<file path="config.mk">
export PLATFORM = sky130hd
export DESIGN_NAME = addr_guard
export DESIGN_NICKNAME = d
export VERILOG_FILES = /design/src/rtl/addr_guard_pkg.sv /design/src/rtl/addr_guard_cfg.sv /design/src/rtl/addr_guard_match.sv /design/src/rtl/addr_guard.sv
export SDC_FILE = /design/constraint.sdc
export NUM_CORES = 2
export LEC_CHECK = 0
export ABC_AREA = 1
export BUFFER_PORTS_ARGS = -buffer_cell sky130_fd_sc_hd__buf_4
export CORE_ASPECT_RATIO = 0.75
export CORE_MARGIN = 5
export CORE_UTILIZATION = 50
export CTS_CLUSTER_DIAMETER = 80
export DETAILED_ROUTE_END_ITERATION = 7
export PLACE_DENSITY_LB_ADDON = 0.08
export SYNTH_ARGS = -nofsm -noshare
export SYNTH_HDL_FRONTEND = slang
export SYNTH_HIERARCHICAL = 1
export SYNTH_SLANG_ARGS = --single-unit
export TNS_END_PERCENT = 50
</file>
<file path="constraint.sdc">
create_clock -name clk -period 4.5 [get_ports clk]
set_input_delay 0.675 -clock clk [delete_from_list [all_inputs] [get_ports clk]]
set_output_delay 0.675 -clock clk [all_outputs]
set_load 0.01 [all_outputs]
</file>
<file path="src/rtl/addr_guard_pkg.sv">
package addr_guard_pkg;
  typedef enum logic [1:0] {
    PERM_NONE = 2'b00,
    PERM_RO   = 2'b01,
    PERM_RW   = 2'b10,
    PERM_RSVD = 2'b11
  } perm_e;

  localparam logic [1:0] FLD_BASE  = 2'd0;
  localparam logic [1:0] FLD_LIMIT = 2'd1;
  localparam logic [1:0] FLD_CTRL  = 2'd2;
endpackage

</file>
<file path="src/rtl/addr_guard_cfg.sv">
module addr_guard_cfg
  import addr_guard_pkg::*;
#(
  parameter int N_WIN  = 8,
  parameter int ADDR_W = 32,
  localparam int IDX_W = (N_WIN > 1) ? $clog2(N_WIN) : 1
) (
  input  logic                          clk,
  input  logic                          rst,
  input  logic                          we,
  input  logic [IDX_W-1:0]              idx,
  input  logic [1:0]                    field,
  input  logic [ADDR_W-1:0]             wdata,
  output logic [N_WIN-1:0][ADDR_W-1:0]  base_o,
  output logic [N_WIN-1:0][ADDR_W-1:0]  limit_o,
  output logic [N_WIN-1:0]              en_o,
  output perm_e [N_WIN-1:0]             perm_o
);
  for (genvar w = 0; w < N_WIN; w++) begin : g_win
    logic sel;
    assign sel = we && (idx == IDX_W'(w));

    always_ff @(posedge clk) begin
      if (rst) begin
        base_o[w]  <= '0;
        limit_o[w] <= '0;
        en_o[w]    <= 1'b0;
        perm_o[w]  <= PERM_NONE;
      end else if (sel) begin
        case (field)
          FLD_BASE:  base_o[w]  <= wdata;
          FLD_LIMIT: limit_o[w] <= wdata;
          FLD_CTRL: begin
            en_o[w]   <= wdata[0];
            perm_o[w] <= perm_e'(wdata[2:1]);
          end
          default: ;
        endcase
      end
    end
  end
endmodule

</file>
<file path="src/rtl/addr_guard_match.sv">
module addr_guard_match
  import addr_guard_pkg::*;
#(
  parameter int N_WIN  = 8,
  parameter int ADDR_W = 32
) (
  input  logic [N_WIN-1:0][ADDR_W-1:0] base_i,
  input  logic [N_WIN-1:0][ADDR_W-1:0] limit_i,
  input  logic [N_WIN-1:0]             en_i,
  input  perm_e [N_WIN-1:0]            perm_i,
  input  logic [ADDR_W-1:0]            addr,
  input  logic                         is_write,
  output logic                         grant
);
  logic [N_WIN-1:0] hit;

  for (genvar w = 0; w < N_WIN; w++) begin : g_cmp
    assign hit[w] = en_i[w] && (addr >= base_i[w]) && (addr <= limit_i[w]);
  end

  perm_e win_perm;
  logic  any_hit;

  // Ascending scan: a later (higher index) hit overrides earlier ones.
  always_comb begin
    win_perm = PERM_NONE;
    any_hit  = 1'b0;
    for (int w = 0; w < N_WIN; w++) begin
      if (hit[w]) begin
        win_perm = perm_i[w];
        any_hit  = 1'b1;
      end
    end
  end

  always_comb begin
    grant = 1'b0;
    if (any_hit) begin
      unique case (win_perm)
        PERM_RW:  grant = 1'b1;
        PERM_RO:  grant = !is_write;
        default:  grant = 1'b0;
      endcase
    end
  end
endmodule

</file>
<file path="src/rtl/addr_guard.sv">
module addr_guard
  import addr_guard_pkg::*;
#(
  parameter int N_WIN  = 8,
  parameter int ADDR_W = 32,
  localparam int IDX_W = (N_WIN > 1) ? $clog2(N_WIN) : 1
) (
  input  logic              clk,
  input  logic              rst,
  input  logic              cfg_we,
  input  logic [IDX_W-1:0]  cfg_idx,
  input  logic [1:0]        cfg_field,
  input  logic [ADDR_W-1:0] cfg_wdata,
  input  logic              req_valid,
  input  logic [ADDR_W-1:0] req_addr,
  input  logic              req_write,
  output logic              allow_o,
  output logic              fault_o,
  output logic [ADDR_W-1:0] fault_addr_o
);
  logic [N_WIN-1:0][ADDR_W-1:0] base_q;
  logic [N_WIN-1:0][ADDR_W-1:0] limit_q;
  logic [N_WIN-1:0]             en_q;
  perm_e [N_WIN-1:0]            perm_q;
  logic                         grant;

  addr_guard_cfg #(.N_WIN(N_WIN), .ADDR_W(ADDR_W)) u_cfg (
    .clk     (clk),
    .rst     (rst),
    .we      (cfg_we),
    .idx     (cfg_idx),
    .field   (cfg_field),
    .wdata   (cfg_wdata),
    .base_o  (base_q),
    .limit_o (limit_q),
    .en_o    (en_q),
    .perm_o  (perm_q)
  );

  addr_guard_match #(.N_WIN(N_WIN), .ADDR_W(ADDR_W)) u_match (
    .base_i   (base_q),
    .limit_i  (limit_q),
    .en_i     (en_q),
    .perm_i   (perm_q),
    .addr     (req_addr),
    .is_write (req_write),
    .grant    (grant)
  );

  assign allow_o = req_valid && grant;

  logic refuse;
  assign refuse = req_valid && !grant;

  always_ff @(posedge clk) begin
    if (rst) begin
      fault_o      <= 1'b0;
      fault_addr_o <= '0;
    end else begin
      fault_o <= refuse;
      if (refuse) fault_addr_o <= req_addr;
    end
  end
endmodule

</file>
==> impl_metrics.ini <==
[synth]
synth_edf_count = 0
synth_flop_cell = dfxtp_1
synthMuxAreaShare_pct = 0
synthSimpleGateAreaFrac_pct = 32.0
synth-xor-area-share_pct = 0
netlist_area_sq_um = 38200
synth_compound_area_share_pct = 5.39
syn_avg_cell_area_sq_um = 6.36
ys_seq_area_share_pct = 29.8
syn_inst = 6011
synth_cell_types = 44
yosys_warnings = 6
synthAdderAreaFrac_pct = 16.8
synthArstFlopShare_pct = 0
synth_top_family_by_area = simple AND/OR/NAND/NOR gates
syn-num-nets = 6599
synth-seq-cells = 569

[die]
die_w_microns = 329
start_util_pct = 50.7
core_sq_um = 75400
die-area_sq_um = 82100
rows = 87
io_pins = 108
die_y_microns = 249

[clock_network]
hold_buffers = 0
cts.sinks = 569
clk_pin_slew_ps = 60
insertion_delay_ps = 630
clock_tree.buffer_depth = 3
cts_tree = yes
cts_made_buffers = 66
htree_levels = 3
cts_root_buffer = clkbuf_16

[power_and_ir_drop]
internal-power_mw = 9.26
powerDensity_nw_per_um2 = 293
switching_share_pct = 27.4
switching_power_mw = 3.50
max-vdd-ir-drop_uv = 270
combPwrFrac_pct = 14.1
p_seq_share_pct = 40.5
pwr-share-clk_pct = 45.4
leakage_nw = 20.6

[global_route]
gr-total-overflow = 0
grt_pass1_vias = 32074
grt_max_degree = 131
antenna_found_initial = 3
grt_pass1_wl_microns = 176000
grt_usage_pct = 26.6

[setup_path]
crit_slowest_cell = nor3_4
cp_top_family = simple AND/OR/NAND/NOR gates
worstSetupPathType = in -> out
cp.arrival_ps = 3780
critical_path.max_fanout = 14
cp-end-kind = output pin
path_buf_inv = 6
startpoint_type = primary input
path_common_cell = nand2_2
crit_required_ps = 3830
cpPeakStageDelay_ps = 320

[sta]
min_period_ps = 4450
worst_pin_slew_ps = 1130
finalClockSkew_ps = 23.0
max_clock_freq_mhz = 225
hold_viol = 0
slew_headroom_pct = 24.6
period_share_pct = 98.9
rsz0062_at_grt = yes
slew_viol_final = 0
setup_viol = 0

[cells_and_area]
fin_util_pct = 57.7
final_common_cell = nand2_1
layout_common_cells = nand2_1 (1,323), inv_1 (1,299), nor2_1 (947)
drive_above_1_share_pct = 9.20
area_growth_syn_to_layout_pct = 13.9
nFillCells = 7468
nNetsFinal = 6722
final-instance-count-excl-fill = 7208
multi_input_area_sq_um = 21100
seq_area_sq_um = 11400

[placed_design]
post-place-cells = 7086
io_buffers = 107
gp_congestion = 0.876
place_hpwl_microns = 78000

[hold_path]
hp-class = in -> reg

[job]
cap_viol_max_count = 0

[drt]
vias_per_cell = 4.91
drtAntennaViolNets = 0
route.detailed.drc = 0
first_pass_iters = 5
num_vias = 35424
wl_microns = 112000
wire_per_inst_microns = 15.6
drt_iter0_drc = 2829

[run_status]
status = completed
-- layout make-up --
cell class / count / area share, %
Sequential cell: 569 / 26.2
Timing Repair Buffer: 313 / 5.81
Antenna cell: 1 / 0.00575
Tap cell: 1023 / 2.94
Clock buffer: 98 / 4.54
Multi-Input combinational cell: 3867 / 48.4
Clock inverter: 20 / 0.718
Inverter: 1317 / 11.4
-- logic make-up (layout without fill, tap and decap cells) --
| logic type | count (synthesis) | in the layout |
|---|---|---|
| DFF | 569 | 569 |
| adders and majority gates | 514 | 514 |
| buffers and inverters | 1575 | 1748 |
| other | 0 | 1 |
| and+or+nand+nor | 2966 | 2966 |
| AOI/OAI and AO/OA | 387 | 387 |
-- path summary, 6_finish.rpt --
path | start | end | slack, ps | cells past startpoint
setup / recovery | req_addr[25] | allow_o | 50 | 26
hold / removal | rst | fault_o | 290 | 2
setup reg to reg | u_cfg/limit_o[155] | fault_addr_o[16] | 610 | 23
hold reg to reg | u_cfg/limit_o[231] | u_cfg/limit_o[231] | 470 | 2
-- power by group through the flow --
| stage | registers (mW) | clock network, mW | logic [mW] |
|---|---|---|---|
| 6_report | 5.16 | 5.79 | 1.81 |
| 5_1_grt | 5.17 | 6.13 | 2.03 |
| 4_1_cts | 5.16 | 5.92 | 1.77 |
| 3_5_place_dp | 5.27 | 0 | 1.75 |
| 3_3_place_gp | 5.27 | 0 | 1.73 |
| 2_1_floorplan | 5.28 | 0 | 1.05 |
-- synthesized netlist by cell type, types with 2 or more instances --
cell | count | area, sq um
nor2_1 | 968 | 3630
nand4_1 | 50 | 313
dfxtp_1 | 569 | 11400
o21a_1 | 20 | 150
nand2_2 | 3 | 18.8
nand4_2 | 3 | 37.5
nor4_2 | 8 | 100
o211ai_1 | 10 | 75.1
nor3_1 | 22 | 110
inv_2 | 13 | 48.8
buf_6 | 6 | 67.6
a21oi_1 | 255 | 1280
buf_2 | 97 | 485
inv_1 | 1303 | 4890
nand3b_1 | 3 | 22.5
buf_1 | 74 | 278
o21bai_1 | 7 | 52.6
nand2_1 | 1343 | 5040
a211oi_1 | 2 | 15.0
buf_4 | 10 | 75.1
nand3_2 | 5 | 50.1
ha_1 | 514 | 6430
o21ai_1 | 12 | 60.1
clkbuf_1 | 71 | 267
nand3_1 | 519 | 2600
o21ai_0 | 73 | 365
nor2_2 | 33 | 206
nor3_2 | 2 | 20.0
-- through the flow --
stage          worst slack, ps  TNS (ps)  power, mW  area [sq um]  hold slack (ps)
4_1_cts                   2.45         0       12.9         43200              243
6_report                  48.4         0       12.8         43500              288
2_1_floorplan              653         0       6.32         38200              440
3_5_place_dp              -388     -8850       7.03         40900              458
3_3_place_gp              -448    -11050       7.00         40900              450
5_1_grt                  -77.1     -77.1       13.3         43500              259
-- per-layer routing --
metal / routed length [microns] / share of wire [%] / global-route usage, %
met3: 8420 / 7.5 / 5.09
met1: 55800 / 50 / 39.9
met2: 45700 / 41 / 39.7
met4: 2190 / 2.0 / 5.38
met5: 34 / 0.030 / 0
-- state kept, by name, summed over array words and instances (netlist names) --
signal         cells
u_cfg/en_o         8
u_cfg/perm_o      16
fault_addr_o      32
u_cfg/limit_o    256
fault_o            1
u_cfg/base_o     256
-- repair_timing --
action,4_1_cts,5_1_grt
buffers inserted,1,3
gates resized for setup,8,73
gates cloned,0,0
setup endpoints to repair,1,1
pin swaps,3,30
hold endpoints to repair,0,0
No activity file was read; power rests on OpenSTA's default activity.
